`src/rtl/tir_pkg.sv`:
```
package tir_pkg;
  // Lines claimed by the legacy override mode; the two owners are timers 0 and 1.
  localparam int PIT_LINE = 0;
  localparam int RTC_LINE = 8;
  localparam int ROUTE_W  = 5;
  localparam int WORD_W   = 64;
endpackage

```
`src/rtl/tir_route_map.sv`:
```
module tir_route_map
  import tir_pkg::*;
#(
  parameter int NUM_TIMERS = 4,
  parameter int NUM_LINES  = 32,
  parameter int RW         = ROUTE_W
) (
  input  logic                     clk,
  input  logic                     rst,
  input  logic                     glb_en,
  input  logic                     legacy_en,
  input  logic [NUM_TIMERS-1:0]    tmr_evt,
  input  logic [NUM_TIMERS-1:0]    tmr_pend,
  input  logic [NUM_TIMERS-1:0]    tmr_int_en,
  input  logic [NUM_TIMERS-1:0]    tmr_level,
  input  logic [NUM_TIMERS-1:0]    tmr_msg_en,
  input  logic [NUM_TIMERS*RW-1:0] tmr_route,
  output logic [NUM_LINES-1:0]     line_drv,
  output logic [NUM_TIMERS-1:0]    msg_post
);
  logic                  glb_q;
  logic                  glb_rise;
  logic [NUM_TIMERS-1:0] evt_eff;
  logic [NUM_TIMERS-1:0] gate;
  logic [NUM_TIMERS-1:0] wire_req;
  logic [RW-1:0]         dest [NUM_TIMERS];

  always_ff @(posedge clk) begin
    if (rst) glb_q <= 1'b0;
    else     glb_q <= glb_en;
  end

  // Global enable rising replays every enabled, pending timer as an event.
  assign glb_rise = glb_en & ~glb_q;
  assign evt_eff  = tmr_evt | ({NUM_TIMERS{glb_rise}} & tmr_pend);
  assign gate     = tmr_int_en & {NUM_TIMERS{glb_en}};
  assign wire_req = gate & ~tmr_msg_en &
                    ((tmr_level & tmr_pend) | (~tmr_level & evt_eff));
  assign msg_post = gate & tmr_msg_en & evt_eff;

  for (genvar i = 0; i < NUM_TIMERS; i++) begin : g_dest
    if (i == 0) begin : g_t0
      assign dest[i] = legacy_en ? RW'(PIT_LINE) : tmr_route[i*RW +: RW];
    end else if (i == 1) begin : g_t1
      assign dest[i] = legacy_en ? RW'(RTC_LINE) : tmr_route[i*RW +: RW];
    end else begin : g_tn
      assign dest[i] = tmr_route[i*RW +: RW];
    end
  end

  always_comb begin
    line_drv = '0;
    for (int l = 0; l < NUM_LINES; l++) begin
      for (int i = 0; i < NUM_TIMERS; i++) begin
        if (wire_req[i] && dest[i] == RW'(l)) line_drv[l] = 1'b1;
      end
    end
  end
endmodule

```
`src/rtl/tir_line_merge.sv`:
```
module tir_line_merge
  import tir_pkg::*;
#(
  parameter int NUM_LINES = 32
) (
  input  logic                 clk,
  input  logic                 rst,
  input  logic                 legacy_en,
  input  logic                 pit_in,
  input  logic                 rtc_in,
  input  logic [NUM_LINES-1:0] line_drv,
  output logic [NUM_LINES-1:0] irq_o,
  output logic                 pit_en_o
);
  logic [NUM_LINES-1:0] irq_nxt;

  always_comb begin
    irq_nxt = line_drv;
    if (!legacy_en) begin
      irq_nxt[PIT_LINE] = line_drv[PIT_LINE] | pit_in;
      irq_nxt[RTC_LINE] = line_drv[RTC_LINE] | rtc_in;
    end
  end

  always_ff @(posedge clk) begin
    if (rst) begin
      irq_o    <= '0;
      pit_en_o <= 1'b1;
    end else begin
      irq_o    <= irq_nxt;
      pit_en_o <= ~legacy_en;
    end
  end

  assert_pass_R6: assert property (@(posedge clk) disable iff (rst)
    !legacy_en |=> (irq_o[PIT_LINE] == $past(pit_in | line_drv[PIT_LINE])) &&
                   (irq_o[RTC_LINE] == $past(rtc_in | line_drv[RTC_LINE])));

  assert_hide_R7: assert property (@(posedge clk) disable iff (rst)
    legacy_en |=> (irq_o[PIT_LINE] == $past(line_drv[PIT_LINE])) &&
                  (irq_o[RTC_LINE] == $past(line_drv[RTC_LINE])));

  assert_pit_gate_R7: assert property (@(posedge clk) disable iff (rst)
    legacy_en |=> !pit_en_o);

  assert_exit_R8: assert property (@(posedge clk) disable iff (rst)
    $fell(legacy_en) |=> pit_en_o && (irq_o[RTC_LINE] == $past(rtc_in | line_drv[RTC_LINE])));
endmodule

```
`src/rtl/tir_msg_queue.sv`:
```
module tir_msg_queue
  import tir_pkg::*;
#(
  parameter int NUM_TIMERS = 4,
  parameter int AW         = 32,
  parameter int DW         = 32
) (
  input  logic                          clk,
  input  logic                          rst,
  input  logic [NUM_TIMERS-1:0]         msg_post,
  input  logic [NUM_TIMERS*(AW+DW)-1:0] tmr_msg_word,
  input  logic                          msg_ready,
  output logic                          msg_valid,
  output logic [AW-1:0]                 msg_addr,
  output logic [DW-1:0]                 msg_data
);
  localparam int WW = AW + DW;
  localparam int IW = (NUM_TIMERS > 1) ? $clog2(NUM_TIMERS) : 1;

  logic [NUM_TIMERS-1:0] slot_pend;
  logic [WW-1:0]         slot_word [NUM_TIMERS];
  logic [IW-1:0]         pick;
  logic                  load;

  // Lowest waiting timer index wins.
  always_comb begin
    pick = '0;
    for (int i = NUM_TIMERS - 1; i >= 0; i--) begin
      if (slot_pend[i]) pick = IW'(i);
    end
  end

  assign load = (|slot_pend) && (!msg_valid || msg_ready);

  always_ff @(posedge clk) begin
    for (int i = 0; i < NUM_TIMERS; i++) begin
      if (msg_post[i]) slot_word[i] <= tmr_msg_word[i*WW +: WW];
    end
  end

  always_ff @(posedge clk) begin
    if (rst) begin
      slot_pend <= '0;
    end else begin
      for (int i = 0; i < NUM_TIMERS; i++) begin
        if (msg_post[i])                    slot_pend[i] <= 1'b1;
        else if (load && pick == IW'(i))    slot_pend[i] <= 1'b0;
      end
    end
  end

  always_ff @(posedge clk) begin
    if (rst) begin
      msg_valid <= 1'b0;
      msg_addr  <= '0;
      msg_data  <= '0;
    end else if (load) begin
      msg_valid <= 1'b1;
      msg_addr  <= slot_word[pick][WW-1:DW];
      msg_data  <= slot_word[pick][DW-1:0];
    end else if (msg_ready) begin
      msg_valid <= 1'b0;
    end
  end

  assert_hold_R10: assert property (@(posedge clk) disable iff (rst)
    msg_valid && !msg_ready |=> msg_valid && $stable(msg_addr) && $stable(msg_data));
endmodule

```
`src/rtl/timer_irq_router.sv`:
```
module timer_irq_router
  import tir_pkg::*;
#(
  parameter int NUM_TIMERS = 4,
  parameter int NUM_LINES  = 32,
  parameter int AW         = 32,
  parameter int DW         = 32
) (
  input  logic                            clk,
  input  logic                            rst,
  input  logic                            glb_en,
  input  logic                            legacy_en,
  input  logic [NUM_TIMERS-1:0]           tmr_evt,
  input  logic [NUM_TIMERS-1:0]           tmr_pend,
  input  logic [NUM_TIMERS-1:0]           tmr_int_en,
  input  logic [NUM_TIMERS-1:0]           tmr_level,
  input  logic [NUM_TIMERS-1:0]           tmr_msg_en,
  input  logic [NUM_TIMERS*ROUTE_W-1:0]   tmr_route,
  input  logic [NUM_TIMERS*(AW+DW)-1:0]   tmr_msg_word,
  input  logic                            pit_in,
  input  logic                            rtc_in,
  output logic [NUM_LINES-1:0]            irq_o,
  output logic                            pit_en_o,
  output logic                            msg_valid,
  input  logic                            msg_ready,
  output logic [AW-1:0]                   msg_addr,
  output logic [DW-1:0]                   msg_data
);
  logic [NUM_LINES-1:0]  line_drv;
  logic [NUM_TIMERS-1:0] msg_post;

  tir_route_map #(
    .NUM_TIMERS(NUM_TIMERS), .NUM_LINES(NUM_LINES), .RW(ROUTE_W)
  ) u_map (
    .clk(clk), .rst(rst), .glb_en(glb_en), .legacy_en(legacy_en),
    .tmr_evt(tmr_evt), .tmr_pend(tmr_pend), .tmr_int_en(tmr_int_en),
    .tmr_level(tmr_level), .tmr_msg_en(tmr_msg_en), .tmr_route(tmr_route),
    .line_drv(line_drv), .msg_post(msg_post)
  );

  tir_line_merge #(.NUM_LINES(NUM_LINES)) u_merge (
    .clk(clk), .rst(rst), .legacy_en(legacy_en), .pit_in(pit_in),
    .rtc_in(rtc_in), .line_drv(line_drv), .irq_o(irq_o), .pit_en_o(pit_en_o)
  );

  tir_msg_queue #(.NUM_TIMERS(NUM_TIMERS), .AW(AW), .DW(DW)) u_msg (
    .clk(clk), .rst(rst), .msg_post(msg_post), .tmr_msg_word(tmr_msg_word),
    .msg_ready(msg_ready), .msg_valid(msg_valid), .msg_addr(msg_addr),
    .msg_data(msg_data)
  );
endmodule

```
`config.mk`:
```
export PLATFORM = sky130hd
export DESIGN_NAME = timer_irq_router
export DESIGN_NICKNAME = d
export VERILOG_FILES = /design/src/rtl/tir_pkg.sv /design/src/rtl/tir_route_map.sv /design/src/rtl/tir_line_merge.sv /design/src/rtl/tir_msg_queue.sv /design/src/rtl/timer_irq_router.sv
export SDC_FILE = /design/constraint.sdc
export NUM_CORES = 1
export LEC_CHECK = 0
export ABC_CLOCK_PERIOD_IN_PS = 9900
export BUFFER_PORTS_ARGS = -buffer_cell sky130_fd_sc_hd__buf_2
export CAP_MARGIN = 30
export CELL_PAD_IN_SITES_DETAIL_PLACEMENT = 2
export CELL_PAD_IN_SITES_GLOBAL_PLACEMENT = 2
export CORE_ASPECT_RATIO = 1.1
export CORE_MARGIN = 4
export CORE_UTILIZATION = 35
export CTS_CLUSTER_DIAMETER = 60
export DETAILED_ROUTE_END_ITERATION = 7
export PLACE_DENSITY = 0.83
export SYNTH_ARGS = -nofsm -noshare
export SYNTH_HDL_FRONTEND = slang
export SYNTH_SLANG_ARGS = --single-unit
```
`constraint.sdc`:
```
create_clock -name clk -period 9.9 [get_ports clk]
set_input_delay 1.98 -clock clk [delete_from_list [all_inputs] [get_ports clk]]
set_output_delay 1.98 -clock clk [all_outputs]
set_load 0.01 [all_outputs]
```
# --- Yosys cells after proc, flatten, opt, wreduce, memory -nomap -nowiden ---
# Memory sizes are Yosys's and may differ from the RTL's. A register that Yosys moved wholly into a read port is not among the register bits.
# Index checks and enable logic that the tools add are counted.
word_totals:
  reg_bits: 39
  mem_bits_rw: 256
  in_bits: 303
  out_inout_bits: 98
  mem_count: 1
mem_list:
  columns: ["name", "words", "word_bits", "rd", "rd_ports_with_merged_regs", "wr", "line", "source"]
  rows:
  - ["u_msg.slot_word", 4, 64, 1, 1, 4, "tir_msg_queue.sv:21", "logic [WW-1:0] slot_word [NUM_TIMERS];"]
classes:
  eq_ne: 127
  n_mux: 154
  bitwise: 17
  reduce_logical: 146
op_table:
  columns: ["cell", "n"]
  rows:
  - ["$eq 5x5->1 const B", 64]
  - ["$eq 5x4->1 const B", 32]
  - ["$mux 1", 148]
  - ["$logic_and 1x1->1", 133]
  - ["$eq 5x3->1 const B", 16]
  - ["$eq 5x2->1 const B", 8]
  - ["$and 4x4->4", 8]
  - ["$eq 5x1->1 const B", 4]
  - ["$logic_not 5->1", 4]
  - ["$mux 5", 2]
  - ["$reduce_bool 2->1", 5]
  - ["$mux 2", 4]
  - ["$not 4->4", 2]
  - ["$or 4x4->4", 2]
  - ["$eq 2x2->1 const B", 2]
  - ["$reduce_or 4->1", 1]
  - ["$eq 2x1->1 const B", 1]
  - ["$logic_not 2->1", 1]
  - ["$not 1->1", 2]
  - ["$or 1x1->1", 2]
  - ["$and 1x1->1", 1]
  - ["$logic_not 1->1", 1]
  - ["$logic_or 1x1->1", 1]

# --- Depth between registers and ports, before layout ---
depth:
  ltp_word: 14
  depth_mapped: 7
  ltp_nobuf: 5

# --- Modules after synthesis ---
# A second synthesis with hierarchy kept.
hier_totals:
  cells_unflattened: 1047
  area_unflattened_um2: 14850.5
by_module_without_submodules:
  columns: ["module", "instances", "cells_per_inst", "area_each_um2", "seq_area_each_um2"]
  rows:
  - ["tir_msg_queue", 1, 731, 12399.4, 9068.7]
  - ["tir_route_map", 1, 243, 1549.0, 20.0]
  - ["tir_line_merge", 1, 73, 902.1, 660.6]

# --- Least setup slack after synthesis ---
# Ideal clock, no wire load.
synth_timing:
  path_type: "input -> register"
  startpoint: "input port glb_en"
  endpoint: "memory u_msg.slot_word[2][0] (netlist name) (enable)"
  setup_ns: 0.580
  t_arrival_ns: 6.917
  required_time_ns: 9.320
  path_slack_ns: 2.403
  stages: 3
  n_path_buf: 1
  cell_sequence: "buf_6 -> nand2_1 -> nor3b_1"
synth_rtl:
  columns: ["item", "line", "source"]
  rows:
  - ["start, declared", "timer_irq_router.sv:11", "input logic glb_en,"]
  - ["end, declared", "tir_msg_queue.sv:21", null]

# --- Worst setup path after layout ---
layout_timing:
  startpoint: "input port msg_ready"
  endpoint: "register u_msg.msg_data[17], read port of u_msg.slot_word"
layout_via:
  elab_chain_len: 2
layout_lines:
  columns: ["item", "line", "source"]
  rows:
  - ["start, declared", "timer_irq_router.sv:25", "input logic msg_ready,"]
  - ["$logic_or 1x1->1", "tir_msg_queue.sv:33", "assign load = (|slot_pend) && (!msg_valid || msg_ready);"]
  - ["$logic_and 1x1->1", "tir_msg_queue.sv:33", null]
  - ["end, declared", "tir_msg_queue.sv:15", "output logic [DW-1:0] msg_data"]
# Every way passes these cells.
# A chain may end at the register's enable or synchronous reset.

==> impl_summary.txt <==
----------------------------------------------------
[GRT]
  Global-route congestion overflow total ... 0
  First-pass GRT wire length ... a little over 80 mm
  All-Layer GR Usage ... around 26%
  Number of global-route vias before repair ... 12139
  Pin count of the biggest net entering global routing ... roughly 70
  Antenna violations before repair ... 16

[Route]
  Number of vias per cell ... approximately 5.7
  Iteration-0 DRC count of the detailed router ... 776
  Number of routed nets with antenna violations ... 0
  DRC violation count after routing ... 0
  Overall via count from detail_route ... about 11000
  Average wire length per cell after detail routing ... a little under 30 um
  Drt pass-1 iters ... 7
  Final routed wirelength across all metal layers ... ~57 mm

[Synth]
  Cell with the most instances after synthesis ... edfxtp_1
  Synth Net Count ... between 1000 and 1500
  Top cells by area, synth ... edfxtp_1, dfxtp_1, mux2_2
  Register bit count reported by yosys ... between 300 and 400
  Post-Synthesis Cell Area ... roughly 14000 um^2
  Biggest area consumer among synthesized cells ... edfxtp_1
  Gate Count Post-Synth ... just under 1000
  EDFF count, synth ... ~260
  Most frequent cells after synthesis ... edfxtp_1, dfxtp_1, a21oi_1
  Syn Area/Cell ... ~14 um^2
  Area fraction of the dominant cell type after synthesis ... between 50% and 60%
  Unique cell type count in the Yosys netlist ... 62
  Top flip-flop cell by instance count after synthesis ... edfxtp_1
  Share of flip-flops with an asynchronous set or reset ... 0%
  Synth warn ... 0
  Sequential cell area fraction in the yosys report ... 69.7%

[Clock tree]
  Bufs on Longest Clock Path ... 3
  Clock root buffer ... clkbuf_16
  Number of clock buffers inserted by TritonCTS ... 41
  Count of hold-fix buffers inserted at cts ... 0
  CTS tree ... yes
  Clock transition at path regs ... 0.06 ns
  Number of buffers added for setup after CTS ... 0
  Clock insertion delay at the later pin of the skew report ... roughly 0.57 ns
  Number of levels in the clock H-tree ... 2
  Post-CTS resize count ... 0
  Clock tree sinks ... about 360

[Setup path]
  Crit path arrival time ... 4.36 ns
  Startpoint kind of the worst setup timing path ... primary input
  Launching element of the worst setup path ... msg_ready
  Class of the most critical setup path ... in2reg
  RR Startpoint ... u_msg.msg_valid
  Crit. End Element ... register
  Required @ worst endpoint ... between 10 and 15 ns
  Maximum fanout count along the critical path ... 32

[Timing]
  Maximum achievable frequency ... between 200 and 300 MHz
  Worst Skew ... between 0.03 and 0.04 ns
  Slew margin rel. ... between 30% and 40%
  RSZ-0062 raised after global routing ... false
  Final period demand of the worst path ... a little under 4 ns
  Final hold slack ... slightly above 0.5 ns
  Final hold viol count ... 0
  Transition time at the pin with the least slew margin ... roughly 1.0 ns
  Summed negative setup slack over all endpoints ... 0 ns
  Number of setup violations in the final report ... 0
  Final Max Tran Viols ... 0
  Tcrit/Tclk final ... between 30% and 40%

[Floorplan]
  Number of placement rows ... 76
  Die X ... 199 um
  Placeable core area ... slightly below 40000 um^2
  I/O Pins ... 401
  Die Height ... 218 um
  Initial core utilization ... about 36%
  Die Outline Area ... around 43000 um^2

[Power and ir drop]
  Static leakage ... roughly 6.8 nW
  Worst ir drop on vdd ... ~0.17 mV
  Pwr per Cell Area ... between 200 and 250 nW/um^2

[Place]
  GPL Wtd Cong ... approximately 0.88
  Detailed Place HPWL ... a little under 40 mm
  Number of input and output port buffers inserted ... 400

[Final layout]
  Filler Cell Count ... just under 4000
  Nets ... roughly 1700
  Ratio of cells with drive above 1 in the final layout ... about two fifths
  Area growth from synthesis to layout ... 28.8%
  Finished Core Util ... 45.7%

[Outcome]
  Run status ... finished, final reports clean

[Run]
  MaxCap Viol Count ... 0

[Worst hold path]
  Hold Path Origin ... u_msg.msg_addr[26]
  Path category of the worst min-delay check ... reg2reg

----------------------------------------------------
-- kinds of logic (layout without fill, tap and decap cells) --
group	count (synthesis)	after routing	share of synthesized area, %
compound gates	295	295	14.5
buf+inv	69	500	2.44
flops	359	359	69.7
mux	67	67	5.38
other cells	0	13	0
simple gates	190	190	7.94
-- worst max-delay path: stages --
cell and delay [ns]:
buf_2 0.10, nor2b_1 0.52, a21o_2 0.64, buf_4 0.53, a221o_1 0.20, o21ai_0 0.12
a21oi_1 0.21
-- area by class of cell --
cell class,count,area [um^2],share of cell area [%]
flip-flops and latches,359,9750,54.1
multi-input cells,552,3950,21.9
repair buffers,418,2220,12.3
clock buffers,57,1190,6.59
well taps,507,634,3.52
clock inverters,18,210,1.17
diodes,13,32.5,0.181
inverters,7,26.3,0.146
-- cell usage in the layout (no fill, tap or decap), types with 9 or more instances in the layout --
cell type / synthesis / final
nor2_1: 26 / 23
buf_4: 7 / 15
clkbuf_16: 0 / 42
dfxtp_1: 103 / 103
nor3_1: 11 / 10
mux2_2: 55 / 55
a221o_1: 59 / 59
edfxtp_1: 256 / 256
a21oi_1: 90 / 89
nor3b_1: 10 / 9
nor2b_1: 9 / 9
diode_2: 0 / 13
o21ai_0: 65 / 65
buf_2: 18 / 399
a22oi_1: 38 / 38
mux2_1: 10 / 10
nand2_1: 77 / 77
-- metrics by stage --
stage | power [mW] | worst slack, ns | instance area (um^2) | cells
floorplan | 1.89 | 2.40 | 14000 | 980
global placement | 2.04 | 5.70 | 16500 | 1839
detailed placement | 2.07 | 5.47 | 16500 | 1841
CTS | 3.67 | 6.02 | 17900 | 1916
global route | 3.76 | 5.80 | 18000 | 1925
finish | 3.63 | 6.01 | 18000 | 1931
-- where the power goes --
| group | internal, mW | total (mW) | switching (mW) | leakage [nW] |
|---|---|---|---|---|
| sequential | 1.67 | 1.70 | 0.0310 | 3.18 |
| clock | 0.926 | 1.58 | 0.657 | 0.688 |
| combinational | 0.135 | 0.348 | 0.213 | 2.92 |
-- registers in the layout, summed over array words and instances (netlist names) --
name and count:
u_map.glb_q 1, u_merge.irq_o 32, u_merge.pit_en_o 1, u_msg.msg_addr 32, u_msg.msg_data 32, u_msg.msg_valid 1
u_msg.slot_pend 4, u_msg.slot_word 256
-- metal layers --
layer / vias up / wire length, um / global-route usage [%]
li1: 4673 / - / -
met1: 5483 / 20300 / 29.1
met2: 624 / 29600 / 45.2
met3: 128 / 4910 / 7.06
met4: 12 / 2320 / 10.9
met5: - / 82 / 0
-- path summary, 6_finish.rpt --
check,to,slack [ns],cells past startpoint
setup reg to reg,u_msg.msg_data[17],7.12,6
hold / removal,u_msg.msg_addr[26],0.52,2
hold reg to reg,u_msg.msg_addr[26],0.52,2
setup / recovery,u_msg.msg_data[17],6.01,7
(Power assumes the default switching activity.)
